## src/rtl/bpred_table.sv

```systemverilog
module bpred_table #(
  parameter int XLEN  = 32,
  parameter int IDX_W = 4
) (
  input  logic            clk,
  input  logic            rst_n,
  input  logic [XLEN-1:0] fetch_pc,
  input  logic            ex_is_branch,
  input  logic [XLEN-1:0] ex_pc,
  input  logic            ex_taken,
  input  logic [XLEN-1:0] ex_target,
  input  logic            ex_pred_taken,
  input  logic [XLEN-1:0] ex_pred_target,
  output logic            pred_taken,
  output logic [XLEN-1:0] pred_next_pc,
  output logic            pred_branched,
  output logic            mispredict,
  output logic [XLEN-1:0] redirect_pc
);
  localparam int SLOTS = 1 << IDX_W;
  localparam logic [XLEN-1:0] STEP = XLEN'(4);

  logic            flag_q [SLOTS];
  logic [XLEN-1:0] tgt_q  [SLOTS];

  logic [IDX_W-1:0] rd_idx, wr_idx;
  logic             dir_wrong, tgt_wrong;

  assign rd_idx = fetch_pc[IDX_W+1:2];
  assign wr_idx = ex_pc[IDX_W+1:2];

  always_ff @(posedge clk or negedge rst_n) begin
    if (!rst_n) begin
      for (int i = 0; i < SLOTS; i++) begin
        flag_q[i] <= 1'b0;
        tgt_q[i]  <= '0;
      end
    end else if (ex_is_branch) begin
      flag_q[wr_idx] <= ex_taken;
      tgt_q[wr_idx]  <= ex_target;
    end
  end

  assign dir_wrong   = ex_pred_taken != ex_taken;
  assign tgt_wrong   = ex_taken && ex_pred_taken && (ex_pred_target != ex_target);
  assign mispredict  = ex_is_branch && (dir_wrong || tgt_wrong);
  assign redirect_pc = ex_taken ? ex_target : ex_pc + STEP;

  assign pred_taken    = flag_q[rd_idx];
  assign pred_branched = pred_taken && !mispredict;

  always_comb begin
    if (mispredict)      pred_next_pc = redirect_pc;
    else if (pred_taken) pred_next_pc = tgt_q[rd_idx];
    else                 pred_next_pc = fetch_pc + STEP;
  end
endmodule

```

## config.mk

```make
export PLATFORM = sky130hd
export DESIGN_NAME = bpred_table
export DESIGN_NICKNAME = d
export VERILOG_FILES = /design/src/rtl/bpred_table.sv
export SDC_FILE = /design/constraint.sdc
export NUM_CORES = 1
export LEC_CHECK = 0
export BUFFER_PORTS_ARGS = -buffer_cell sky130_fd_sc_hd__buf_2
export CORE_MARGIN = 10
export CORE_UTILIZATION = 55
export DETAILED_ROUTE_END_ITERATION = 16
export PLACE_DENSITY_LB_ADDON = 0.05
export SLEW_MARGIN = 40
export SYNTH_ARGS = -nofsm -noshare
export SYNTH_HDL_FRONTEND = slang
export SYNTH_SLANG_ARGS = --single-unit
```

## constraint.sdc

```tcl
create_clock -name clk -period 3.1 [get_ports clk]
set_clock_uncertainty 0.1 [all_clocks]
set_input_delay 0.155 -clock clk [delete_from_list [all_inputs] [get_ports clk]]
set_output_delay 0.155 -clock clk [all_outputs]
set_load 0.01 [all_outputs]
```

**Word-level counts from Yosys, hierarchy flattened**

Index checks and enable logic that the tools add are counted.

- Divide/modulo/power cells: 0
- Add/sub/neg operators: 2
- Shift-type cells: 0
- Magnitude comparators: 3
- Equality and inequality tests: 2
- Reduce and logical (&&, ||, !) cells: 7
- Bitwise operators: 2
- Multiply operators: 0
- Muxes and demuxes: 15

Operators by type and width:

| kind | count |
|---|---|
| $bwmux W512 | 1 |
| $mux W32 | 6 |
| $bmux W32 S4 | 1 |
| $demux W32 S4 | 1 |
| $add A32 B3 Y32 const B | 2 |
| $ne A32 B32 Y1 | 1 |
| $bwmux W16 | 1 |
| $ge A5 B5 Y1 const B | 2 |
| $not A4 Y5 | 2 |
| $logic_and A1 B1 Y1 | 5 |
| $lt A5 B1 Y1 const B | 1 |
| $bmux W1 S4 | 1 |
| $demux W1 S4 | 1 |
| $mux W1 | 3 |
| $logic_not A1 Y1 | 1 |
| $logic_or A1 B1 Y1 | 1 |
| $ne A1 B1 Y1 | 1 |

- Logic and storage cells: 63
- Bits in read-only memories: 0
- Output and inout bits: 67
- Memories kept: 0
- Register bits: 528
- Input bits: 133
- Bits in latches: 0
- Bits in writable memories: 0

**Longest topological paths before layout**

Gate-level depths: netlist of the first run.

- Depth in word-level cells: 6
- Gate-level depth with buffers: 10

**Worst setup path after synthesis of the first run**

Ideal clock, no wire load.

- Kind: in2out
- Start: input port fetch_pc[2]
- End: output port pred_next_pc[29]
- Stages on the path: 10
- Setup slack: 0.700 ns
- Data required time: 2.845 ns
- Buffers on the path: 4
- Data arrival time: 2.145 ns
- Path through: buf_6 buf_2 buf_4 buf_4 mux4_2 nand2_1 nand2_1 o211ai_1 o21ai_0 mux2_2

- Word-level cells in the longest chain between the ends: 6
- Elaborated cells between the ends (all ways): 10
- Classes of those cells: 1 x add/sub; 8 x mux; 1 x bitwise

RTL lines:

| what | RTL line | source |
|---|---|---|
| from (decl) | 7 | `input logic [XLEN-1:0] fetch_pc,` |
| branches (longest 4 deep; another with $add A32 B3 Y32) | -- |  |
| $mux W32 * | 54 | `else if (pred_taken) pred_next_pc = tgt_q[rd_idx];` |
| $mux W32 * | 53 | `if (mispredict) pred_next_pc = redirect_pc;` |
| to (decl) | 15 | `output logic [XLEN-1:0] pred_next_pc,` |

Mark *: on every way between the ends. The select of a mux whose other input is x is not followed.

**Worst setup path after layout of the first run**

- Start: register flag_q[1] (netlist name)
- End: output port pred_next_pc[4]

- Word-level cells in the longest chain between the ends: 5

RTL lines:

| what | RTL line | source |
|---|---|---|
| from (decl) | 23 | `logic flag_q [SLOTS];` |
| from (signal, indexed assignment) | 39 | `flag_q[wr_idx] <= ex_taken;` |
| $bmux W1 S4 | 49 | `assign pred_taken = flag_q[rd_idx];` |
| $mux W1 (implied by the code) (2 in series) | 49 |  |
| $mux W32 | 54 |  |
| $mux W32 | 53 |  |

No other way between the ends. The select of a mux whose other input is x is not followed.

==> summary.md, run 1 <==
- 0 — number of violations of the max-capacitance limit
- 60 ps — CTS clock-pin slew for the worst setup and hold paths
- 3 — hold depth
- 17700 — via count of the first global-routing pass
- 21.6% — Combinational Power Share
- 2688 — non-filler instance count after layout
- 56.0% — share of layout cells above drive strength 1
- 26200 sq um — cell area after technology mapping
- complete, but fails checks — outcome
- 50.5% — Yosys top cell area share
- flop — Critical Path Start Type
- 0 — Remaining Overflow, GRT
- 3120 ps — time the final worst path needs with I/O delays and setup
- 199 — Port Buffers
- yes — RSZ-0062 raised after global routing
- 238 um — Die Span X
- 33.4% — proportion of power drawn by the clock network
- 8 — largest fanout on the critical path
- 0 — final routed DRC violation total
- 2552 — number of cells after detailed placement
- -16.3 ps — TNS Setup
- sky130_fd_sc_hd__clkbuf_16 — clock root cell
- 677 ps — Slew @ Worst Pin
- 2170 — nets
- 1804 — Mapped Cells
- 13.3 nW — leakage dissipation
- 200 — boundary pin count
- 1 — Final setup viols
- 56700 sq um — overall die area
- -16.3 ps — setup slack of the critical path after layout
- 52800 um — detailed placement HPWL
- 610 ps — clock latency on the worst-skew pair
- in2reg — min-delay worst type
- 57 — number of buffers created by CTS
- 27.7% — Global Route Usage Sum
- 674 nW/um^2 — power density normalized to cell area
- sky130_fd_sc_hd__dfrtp_1 — Most used DFF post-synth
- 1469 — number of DRC violations after detailed-routing iteration 0
- 77900 um — total length of routed wires
- 0.482 mV — Peak VDD IR
- 6 — antenna violations before repair
- 26.1% — switching part of the total power
- primary output — critical path capture point type
- 50.5% — part of the Yosys area used for sequential elements
- 101% — share of the cycle needed by the critical path after routing
- 0 — count of endpoints failing hold in the final timing report
- 15.3 mW — Internal Power
- 29.0 um — average wire per standard cell
- 0 — number of flops mapped to enable cells by yosys
- 3481 — number of fillers in the final layout
- 0 — remaining number of nets flagged by the antenna check after routing
- 14.5 sq um — mean instance size in the synthesized netlist
- 78 — largest net degree at the start of global routing
- 1943 — net count after synthesis
- 5 — length of the first detailed-routing pass in iterations
- 16800 — Via Count
- negative setup slack — violations in the final reports
- 0.321 GHz — maximum operating frequency
- 45.0% — relative contribution of sequential cells to total power
- 17.1% — area grow syn2layout
- 2860 ps — arrival time worst endpoint
- 528 — clock sinks
- 65.5% — utilization after layout
- sky130_fd_sc_hd__dfrtp_1 — cell taking the most area after synthesis
- reg2out — type of the setup path with the least slack
- done — TritonCTS clock tree
- 46900 sq um — core region area
- 100% — ys async rst share
- 55.9% — initial core utilization
- 238 um — vertical extent of the die
- 117000 um — global-route wire length before repair
- 528 — number of flip-flops and latches in the synthesized netlist
- 2840 ps — required time worst endpoint
- 2 — # H-tree levels
- 3 — maximum clock path buffer count
- 39 — synth unique cells
- 0 — number of max-slew violations in the final report
- 0 — Yosys warnings
- 0.851 — routability congestion estimate from global placement
- 5.39 mW — total net switching power
- 79 — row cnt
- 1 — reg2reg path depth
- sky130_fd_sc_hd__dfrtp_1 (50%), sky130_fd_sc_hd__mux2_2 (24%), sky130_fd_sc_hd__mux4_2 (14%) — top cells by area in the synthesized netlist
- 6.23 — routed vias/inst
- 54.9% — headroom to the max-slew limit
area by class of cell:
cell class | instances | area, sq um | share of cell area (%)
Clock buffer | 89 | 1710 | 5.57
Tap cell | 607 | 759 | 2.48
Inverter | 10 | 37.5 | 0.122
Clock inverter | 16 | 189 | 0.616
Multi-Input combinational cell | 1089 | 12400 | 40.3
Timing Repair Buffer | 345 | 2380 | 7.77
Sequential cell | 528 | 13200 | 43.1
Antenna cell | 4 | 10.0 | 0.0326
sequential cells by signal, indices dropped and copies added (netlist names):
signal	flops
flag_q	16
tgt_q	512
worst max-delay path, cell delays in order (launching register included):
cell	delay (ps)
sky130_fd_sc_hd__dfrtp_1	370
sky130_fd_sc_hd__mux4_2	470
sky130_fd_sc_hd__mux2i_2	220
sky130_fd_sc_hd__mux2i_4	210
sky130_fd_sc_hd__or3_4	420
sky130_fd_sc_hd__o211a_4	170
sky130_fd_sc_hd__mux2_4	260
sky130_fd_sc_hd__buf_6	120
repair_timing:
item                                    CTS  global route
endpoints found under the hold margin   832             0
resized for setup                         5             8
buffers inserted                          2             0
endpoints found under the setup margin   20            22
hold buffers                             25             0
pin swaps                                 0             1
power groups by stage:
stage | combinational [mW] | clock [mW] | sequential (mW)
after floorplan | 3.19 | 0 | 9.08
after global placement | 4.27 | 0 | 9.29
after detailed placement | 4.38 | 0 | 9.38
after CTS | 4.47 | 7.01 | 9.27
after global routing | 4.81 | 7.29 | 9.46
final | 4.47 | 6.90 | 9.30
per-layer routing:
layer,vias to the layer above,part of all wire (%),global-route usage (%)
met1,8965,44,38.6
li1,7117,-,-
met2,569,46,42.7
met3,102,7.3,6.80
met4,4,2.5,7.73
met5,-,0.037,0
through the flow:
| stage | hold WS [ps] | power [mW] | cell area (sq um) | setup slack, ps |
|---|---|---|---|---|
| finish | 24.3 | 20.7 | 30700 | -16.3 |
| detailed placement | -58.6 | 13.8 | 28400 | -57.5 |
| CTS | 1.73 | 20.7 | 30600 | -52.7 |
| floorplan | -241 | 12.3 | 26200 | 700 |
| global route | 22.5 | 21.6 | 30700 | -91.6 |
| global placement | 204 | 13.6 | 28400 | -5.85 |
worst paths after layout:
kind | start | end | slack [ps]
min in group asynchronous | rst_n | tgt_q[483]$_DFFE_PN0P_ | 120
hold / removal | ex_target[11] | tgt_q[235]$_DFFE_PN0P_ | 20
hold reg to reg | tgt_q[35]$_DFFE_PN0P_ | tgt_q[35]$_DFFE_PN0P_ | 400
max in group asynchronous | rst_n | tgt_q[435]$_DFFE_PN0P_ | 2160
setup reg to reg | tgt_q[456]$_DFFE_PN0P_ | tgt_q[456]$_DFFE_PN0P_ | 2210
setup / recovery | flag_q[1]$_DFFE_PN0P_ | pred_next_pc[4] | -20
cell families (layout without fill, tap and decap cells):
family	after synthesis	count (layout)	share of synthesized area, %
AO/OA/AOI/OAI	62	62	1.25
adder cells (fa/ha/maj)	6	6	0.287
buffers and inverters	187	460	2.90
XOR/XNOR	86	86	2.88
flip-flops	528	528	50.5
other	0	4	0
multiplexers	740	740	38.6
AND/OR/NAND/NOR	195	195	3.63
placed cells by master (no fill, tap or decap), drive strengths merged, types with 2 or more instances in the layout:
master,instances
clkbuf,90
mux2,569
nor4,9
and3,10
dfrtp,528
a21oi,2
o21ai,55
mux2i,12
clkinv,9
nor3,12
buf,320
nor2,13
or4,2
xnor2,59
and2,3
clkinvlp,2
diode,4
nand3,32
dlygate4sd3,24
nor2b,2
bufinv,4
inv,11
nand4,24
mux4,159
nand2,83
ha,6
xor2,27
Yosys cell counts (2+ instances only):
cell,instances
sky130_fd_sc_hd__xnor2_1,59
sky130_fd_sc_hd__nand3_1,32
sky130_fd_sc_hd__nor3_1,12
sky130_fd_sc_hd__mux2i_1,12
sky130_fd_sc_hd__buf_4,3
sky130_fd_sc_hd__or4_1,2
sky130_fd_sc_hd__buf_2,20
sky130_fd_sc_hd__ha_1,6
sky130_fd_sc_hd__xor2_1,27
sky130_fd_sc_hd__nor4_2,2
sky130_fd_sc_hd__and3_1,10
sky130_fd_sc_hd__mux4_2,159
sky130_fd_sc_hd__nor2_1,13
sky130_fd_sc_hd__mux2_2,569
sky130_fd_sc_hd__o21ai_1,27
sky130_fd_sc_hd__clkbuf_1,127
sky130_fd_sc_hd__buf_1,24
sky130_fd_sc_hd__buf_6,3
sky130_fd_sc_hd__dfrtp_1,528
sky130_fd_sc_hd__inv_1,9
sky130_fd_sc_hd__and2_1,2
sky130_fd_sc_hd__o21ai_0,28
sky130_fd_sc_hd__nor2b_1,2
sky130_fd_sc_hd__nand4_1,24
sky130_fd_sc_hd__nor4_1,7
sky130_fd_sc_hd__a21oi_1,2
sky130_fd_sc_hd__nand2_1,83
Power figures use the tool's default switching activity.
==> inputs of run 2 (changes only) <==
--- a/config.mk
+++ b/config.mk
@@ -9,6 +9,7 @@
 export CORE_MARGIN = 10
 export CORE_UTILIZATION = 55
 export DETAILED_ROUTE_END_ITERATION = 16
+export HOLD_SLACK_MARGIN = 0.1
 export PLACE_DENSITY_LB_ADDON = 0.05
 export SLEW_MARGIN = 40
 export SYNTH_ARGS = -nofsm -noshare
==> constraint.sdc (replaced) <==
create_clock -name clk -period 3.8 [get_ports clk]
set_clock_uncertainty 0.1 [all_clocks]
set_input_delay 0.19 -clock clk [delete_from_list [all_inputs] [get_ports clk]]
set_output_delay 0.19 -clock clk [all_outputs]
set_load 0.01 [all_outputs]
==> run 2 against run 1 <==
The flow now finishes without violations. Sequential power decreased by 19%. Wire length decreased by 2.0%. Die area unchanged. Worst setup slack improved by 290 ps. Largest power group unchanged. Sequential share of layout area increased by 0.56 points. Hold slack improved by 97 ps.
==> summary.md, run 2 (synthesis gave the netlist of run 1 again) <==
- 90 — largest net degree at the start of global routing, +15%
- 238 um — vertical extent of the die, unchanged
- 6.27 — routed vias/inst, +0.58%
- 76300 um — total length of routed wires, -2.0%
- 5 — length of the first detailed-routing pass in iterations, unchanged
- 0 — number of violations of the max-capacitance limit, unchanged
- 15.6% — area grow syn2layout
- 0 — final routed DRC violation total, unchanged
- primary output — critical path capture point type
- 4.34 mW — total net switching power, -20%
- 2126 — nets, -2.0%
- sky130_fd_sc_hd__dlygate4sd3_1 — Slowest cell on crit path
- 512 — flip-flop count of the largest register, all copies and words added, unchanged
- 3230 ps — arrival time worst endpoint, +370 ps
- 56700 sq um — overall die area, unchanged
- 553 nW/um^2 — power density normalized to cell area, -18%
- 12.4 mW — Internal Power, -19%
- 238 um — Die Span X, unchanged
- 25.9% — switching part of the total power, -0.18 points
- 530 ps — Critical Path Max Stage Delay, +60 ps
- 49400 um — detailed placement HPWL, -6.5%
- 528 — clock sinks, unchanged
- 0 ps — TNS Setup, +16.3 ps
- input pin — Critical Path Start Type
- 46900 sq um — core region area, unchanged
- 3497 — number of fillers in the final layout, +0.46%
- 48.4% — headroom to the max-slew limit, -6.4 points
- 13.1 nW — leakage dissipation, -1.7%
- sky130_fd_sc_hd__buf_2 — Crit path top cell by count
- 55.9% — initial core utilization, unchanged
- in2out — type of the setup path with the least slack
- 92.8% — share of the cycle needed by the critical path after routing
- 6 — antenna violations before repair, unchanged
- 3 — maximum clock path buffer count, unchanged
- 27.2% — Global Route Usage Sum, -0.52 points
- 13200 sq um — area of all sequential standard cells, unchanged
- 0 — Final setup viols, -1
- tgt_q (512), flag_q (16) — Largest regs
- in2reg — min-delay worst type
- 0 — post_cts resized, -5
- 21.2% — Combinational Power Share, -0.4 points
- 0.358 mV — Peak VDD IR, -26%
- 33.6% — proportion of power drawn by the clock network, +0.2 points
- 0 — count of endpoints failing hold in the final timing report, unchanged
- 16.7 mW — overall power consumption, -19%
- 18 — largest fanout on the critical path, +10
- done — TritonCTS clock tree
- 199 — Port Buffers, unchanged
- 1390 — number of DRC violations after detailed-routing iteration 0, -5.4%
- 79 — row cnt, unchanged
- 115000 um — global-route wire length before repair, -1.3%
- 3520 ps — time the final worst path needs with I/O delays and setup
- 16600 — Via Count, -1.2%
- 57 — number of buffers created by CTS, unchanged
- 45.1% — relative contribution of sequential cells to total power, about the same
- 28.9 um — average wire per standard cell, -0.23%
- 17800 — via count of the first global-routing pass, +0.41%
- 0.284 GHz — maximum operating frequency
- sky130_fd_sc_hd__mux2_2 — commonest non-fill, non-tap cell in the layout
- sky130_fd_sc_hd__clkbuf_16 — clock root cell
- sky130_fd_sc_hd__mux2_2 (569), sky130_fd_sc_hd__dfrtp_1 (528), sky130_fd_sc_hd__buf_2 (196) — most frequent cells in the layout
- 54.5% — share of layout cells above drive strength 1, -1.6 points
- dlygate4sd3_1 > buf_2 > xnor2_1 > nand4_1 > nor4_1 > a21boi_0 > o21ai_4 > buf_4 > mux2_2 > buf_2 — CP cell instances
- no — RSZ-0062 raised after global routing
- 60 ps — CTS clock-pin slew for the worst setup and hold paths, about the same
- 766 ps — Slew @ Worst Pin, +88.6 ps
- 122 ps — WHS, +97.3 ps
- 0 — number of max-slew violations in the final report, unchanged
- 0.840 — routability congestion estimate from global placement, -1.4%
- 0 — remaining number of nets flagged by the antenna check after routing, unchanged
- 200 — boundary pin count, unchanged
- 12300 sq um — multi-input combinational cell area, -0.39%
- 610 ps — clock latency on the worst-skew pair, about the same
- 2 — # H-tree levels, unchanged
- finished clean — outcome
- 3510 ps — required time worst endpoint, +670 ps
- 0 — Remaining Overflow, GRT, unchanged
- tgt_q — register bank with the most flops
-- run 2: cell count changes in the layout (fill, tap and decap cells not counted), moves of 2 or more --
cell,delta
sky130_fd_sc_hd__mux2i_4,-2
sky130_fd_sc_hd__mux2i_2,-2
sky130_fd_sc_hd__clkbuf_16,-2
sky130_fd_sc_hd__buf_12,-2
sky130_fd_sc_hd__mux2i_1,+4
sky130_fd_sc_hd__clkbuf_1,-5
sky130_fd_sc_hd__clkbuf_8,+2
sky130_fd_sc_hd__clkinv_2,-2
sky130_fd_sc_hd__buf_4,-48
sky130_fd_sc_hd__dlygate4sd3_1,+8
sky130_fd_sc_hd__diode_2,+2
-- run 2: worst paths after layout --
check / slack [ps] / end / depth (start not counted) / start
hold reg to reg: 400 / tgt_q[312]$_DFFE_PN0P_ / 1 / tgt_q[312]$_DFFE_PN0P_
min in group asynchronous: 180 / tgt_q[320]$_DFFE_PN0P_ / 3 / rst_n
setup reg to reg: 2910 / tgt_q[186]$_DFFE_PN0P_ / 1 / tgt_q[186]$_DFFE_PN0P_
max in group asynchronous: 2940 / tgt_q[473]$_DFFE_PN0P_ / 3 / rst_n
hold / removal: 120 / tgt_q[449]$_DFFE_PN0P_ / 3 / ex_target[1]
setup / recovery: 280 / pred_next_pc[8] / 10 / ex_target[11]
-- run 2: metal layers --
metal  vias up  track usage, %  part of all wire, %
li1       7010               -                    -
met1      8926            38.0                   44
met2       513            42.0                   46
met3       110            5.77                  7.1
met4         0            8.54                  2.7
met5         -               0                    0
-- run 2: what timing repair did --
item | 4_1_cts | 5_1_grt
hold endpoints to repair | 977 | 0
buffers inserted | 0 | 1
setup endpoints to repair | 0 | 15
hold buffers | 33 | 0
-- run 2: metrics by stage --
step           instance area [sq um]  cells  utilization, %  worst slack (ps)
3_3_place_gp                   28000   2501            59.8               499
3_5_place_dp                   28000   2501            59.8               379
2_1_floorplan                  26200   1804               -              1330
4_1_cts                        30300   2634            64.6               117
5_1_grt                        30300   2636            64.6               185
6_report                       30300   2641            64.6               275
-- run 2: final cells by class --
| type | instances | area share (%) |
|---|---|---|
| clock buffers | 84 | 5.51 |
| clock inverters | 16 | 0.744 |
| multi-input cells | 1089 | 40.7 |
| inverters | 10 | 0.124 |
| flip-flops and latches | 528 | 43.6 |
| well taps | 607 | 2.51 |
| repair buffers | 301 | 6.73 |
| diodes | 6 | 0.0496 |
-- run 2: power by group through the flow --
stage / Clock [mW] / Sequential [mW] / Combinational, mW
2_1_floorplan: 0 / 7.41 / 2.60
3_3_place_gp: 0 / 7.55 / 3.43
3_5_place_dp: 0 / 7.63 / 3.52
4_1_cts: 5.71 / 7.54 / 3.57
5_1_grt: 5.94 / 7.70 / 3.83
6_report: 5.63 / 7.56 / 3.55
-- run 2: critical path: cells and delay by family --
family / cells / cell delay, ps
muxes: 1 / 370
and+or+nand+nor: 2 / 580
buffers and inverters: 4 / 1260
AOI/OAI and AO/OA: 2 / 490
xor gates and xnor gates: 1 / 320
==> inputs of run 3 (changes only) <==
--- a/config.mk
+++ b/config.mk
@@ -10,7 +10,7 @@
 export CORE_UTILIZATION = 55
 export DETAILED_ROUTE_END_ITERATION = 16
 export HOLD_SLACK_MARGIN = 0.1
-export PLACE_DENSITY_LB_ADDON = 0.05
+export PLACE_DENSITY = 0.71
 export SLEW_MARGIN = 40
 export SYNTH_ARGS = -nofsm -noshare
 export SYNTH_HDL_FRONTEND = slang
==> run 3 against run 2 <==
Non-clock buffer count stayed put. Combinational power is 1% higher. Critical path type unchanged. Wire length is 0.20% lower. Sequential power hardly changed.
==> summary.md, run 3 (synthesis gave the netlist of run 1 again) <==
- tgt_q (512), flag_q (16) — Largest regs
- input pin — Critical Path Start Type
- 6.36 — routed vias/inst, +1.5%
- 3 — maximum clock path buffer count, unchanged
- 2125 — nets, -0.047%
- 21.3% — Combinational Power Share, about the same
- no — RSZ-0062 raised after global routing
- 13.1 nW — leakage dissipation, +0.17%
- 33.8% — proportion of power drawn by the clock network, +0.2 points
- 528 — clock sinks, unchanged
- 557 nW/um^2 — power density normalized to cell area, +0.74%
- 863 ps — Slew @ Worst Pin, +97.1 ps
- 512 — flip-flop count of the largest register, all copies and words added, unchanged
- tgt_q[206]$_DFFE_PN0P_ — startpoint of the worst register-to-register path
- 55.0% — share of layout cells above drive strength 1, +0.48 points
- 12.5 mW — Internal Power, +0.62%
- 238 um — vertical extent of the die, unchanged
- 56 — number of buffers created by CTS, -1.8%
- dlygate4sd3_1 > buf_2 > xnor2_1 > nand4_1 > nor4_1 > a21boi_0 > o21ai_4 > buf_4 > mux2_2 > buf_2 — CP cell instances
- 84 — largest net degree at the start of global routing, -6.7%
- 147 ps — WHS, +25.9 ps
- 96.9% — share of the cycle needed by the critical path after routing, +4.1 points
- 3390 ps — arrival time worst endpoint, +160 ps
- 8 — antenna violations before repair, +2
- sky130_fd_sc_hd__clkbuf_16 — clock root cell
- 0 — number of violations of the max-capacitance limit, unchanged
- 238 um — Die Span X, unchanged
- 0 — Final setup viols, unchanged
- primary output — critical path capture point type
- done — TritonCTS clock tree
- 199 — Port Buffers, unchanged
- 3510 ps — required time worst endpoint, about the same
- 1406 — number of DRC violations after detailed-routing iteration 0, +1.2%
- 55.9% — initial core utilization, unchanged
- ex_target[16] — Critical Path Source
- 0 — Post-CTS Setup Inserts, unchanged
- in2out — type of the setup path with the least slack
- 46900 sq um — core region area, unchanged
- 1 — reg2reg path depth, unchanged
- sky130_fd_sc_hd__buf_2 — Crit path top cell by count
- sky130_fd_sc_hd__dlygate4sd3_1 — Slowest cell on crit path
- 0 ps — TNS Setup, unchanged
- 0 — remaining number of nets flagged by the antenna check after routing, unchanged
- 44.9% — relative contribution of sequential cells to total power, -0.2 points
- 15.7% — area grow syn2layout
- 0 — Remaining Overflow, GRT, unchanged
- 530 ps — Critical Path Max Stage Delay, about the same
- 18 — largest fanout on the critical path, unchanged
- 26.1% — switching part of the total power, +0.16 points
- 4 — count of buffer and inverter cells on the critical path, unchanged
- 2645 — non-filler instance count after layout, +0.15%
- 26.9% — Global Route Usage Sum, -0.25 points
- 7 — length of the first detailed-routing pass in iterations, +2
- 0 — post_cts resized, unchanged
- 2 — # H-tree levels, unchanged
- 0 — number of max-slew violations in the final report, unchanged
- finished clean — outcome
- 3493 — number of fillers in the final layout, -0.11%
- 16800 — Via Count, +1.6%
- 0 — final routed DRC violation total, unchanged
- 56700 sq um — overall die area, unchanged
- sky130_fd_sc_hd__mux2_2 (569), sky130_fd_sc_hd__dfrtp_1 (528), sky130_fd_sc_hd__buf_2 (196) — most frequent cells in the layout
- 32 — Hold Buf Count CTS, -3.0%
- 0.369 mV — Peak VDD IR, +3.1%
- tgt_q[206]$_DFFE_PN0P_ — worst reg2reg endpoint
- 600 ps — clock latency on the worst-skew pair, about the same
- tgt_q — register bank with the most flops
- 2910 ps — register-to-register path setup slack, about the same
- 10 — number of logic stages on the critical path including buffering, unchanged
- 200 — boundary pin count, unchanged
- 49900 um — detailed placement HPWL, +0.96%
- 114000 um — global-route wire length before repair, -1.0%
- 60 ps — CTS clock-pin slew for the worst setup and hold paths, about the same
- 0.869 — routability congestion estimate from global placement, +3.5%
- 79 — row cnt, unchanged
- buffers and inverters — CP delay by family, top
- 3680 ps — time the final worst path needs with I/O delays and setup, +157 ps
- 2503 — number of cells after detailed placement, +0.080%
- pred_next_pc[26] — end point of the critical path
- in2async — min-delay worst type
- 28.8 um — average wire per standard cell, -0.35%
- 4.40 mW — total net switching power, +1.5%
- 28000 sq um — dpl cell area, about the same
- 17900 — via count of the first global-routing pass, +0.37%
- 0 — count of endpoints failing hold in the final timing report, unchanged
- sky130_fd_sc_hd__mux2_2 — commonest non-fill, non-tap cell in the layout
- 42.1% — headroom to the max-slew limit, -6.3 points
- 30300 sq um — summed area of non-filler cells in the final layout, +0.10%
- 0.272 GHz — maximum operating frequency, -4.3%
- 76200 um — total length of routed wires, -0.20%
## run 3: changes by cell type in the layout (fill, tap and decap cells not counted), moves of 2 or more
cell,before,now
sky130_fd_sc_hd__bufinv_16,5,7
sky130_fd_sc_hd__clkinv_2,7,18
sky130_fd_sc_hd__clkbuf_8,15,11
sky130_fd_sc_hd__clkbuf_1,13,7
sky130_fd_sc_hd__buf_12,12,10
sky130_fd_sc_hd__clkinvlp_4,2,4
## run 3: power by group through the flow
stage               logic (mW)  clock network (mW)  registers (mW)
global route              3.87                6.01            7.71
CTS                       3.62                5.77            7.56
global placement          3.46                   0            7.55
detailed placement        3.56                   0            7.64
floorplan                 2.60                   0            7.41
finish                    3.60                5.71            7.58
## run 3: metrics by stage
stage / worst slack [ps] / utilization, % / power (mW)
finish: 118 / 64.7 / 16.9
global route: 76.4 / 64.7 / 17.6
CTS: 210 / 64.6 / 16.9
detailed placement: 288 / 59.8 / 11.2
global placement: 360 / 59.7 / 11.0
floorplan: 1330 / - / 10.0
## run 3: cell type report
class,count,area [sq um],share of cell area (%)
Antenna cell,6,15.0,0.0495
Tap cell,607,759,2.51
Clock buffer,74,1590,5.25
Sequential cell,528,13200,43.6
Inverter,10,37.5,0.124
Multi-Input combinational cell,1089,12300,40.7
Clock inverter,30,339,1.12
Timing Repair Buffer,301,2030,6.71
## run 3: per-layer routing
metal	wire (um)	vias to the layer above	part of all wire, %	global-route usage [%]
li1	-	7027	-	-
met3	6780	115	8.9	6.85
met4	1860	2	2.4	8.25
met2	36300	726	48	42.5
met5	13	-	0.017	1.38
met1	31200	8958	41	36.1
## run 3: worst min-delay path by stage
| stage | from | end | slack, ps | cells past startpoint |
|---|---|---|---|---|
| 6_report | rst_n | tgt_q[388]$_DFFE_PN0P_ | 150 | 3 |
| 5_1_grt | ex_target[28] | tgt_q[156]$_DFFE_PN0P_ | 160 | 3 |
| 3_5_place_dp | rst_n | tgt_q[483]$_DFFE_PN0P_ | 50 | 1 |
| 4_1_cts | ex_target[28] | tgt_q[348]$_DFFE_PN0P_ | 110 | 3 |
| 3_3_place_gp | rst_n | tgt_q[481]$_DFFE_PN0P_ | 250 | 1 |
| 2_1_floorplan | rst_n | flag_q[0]$_DFFE_PN0P_ | -210 | 0 |
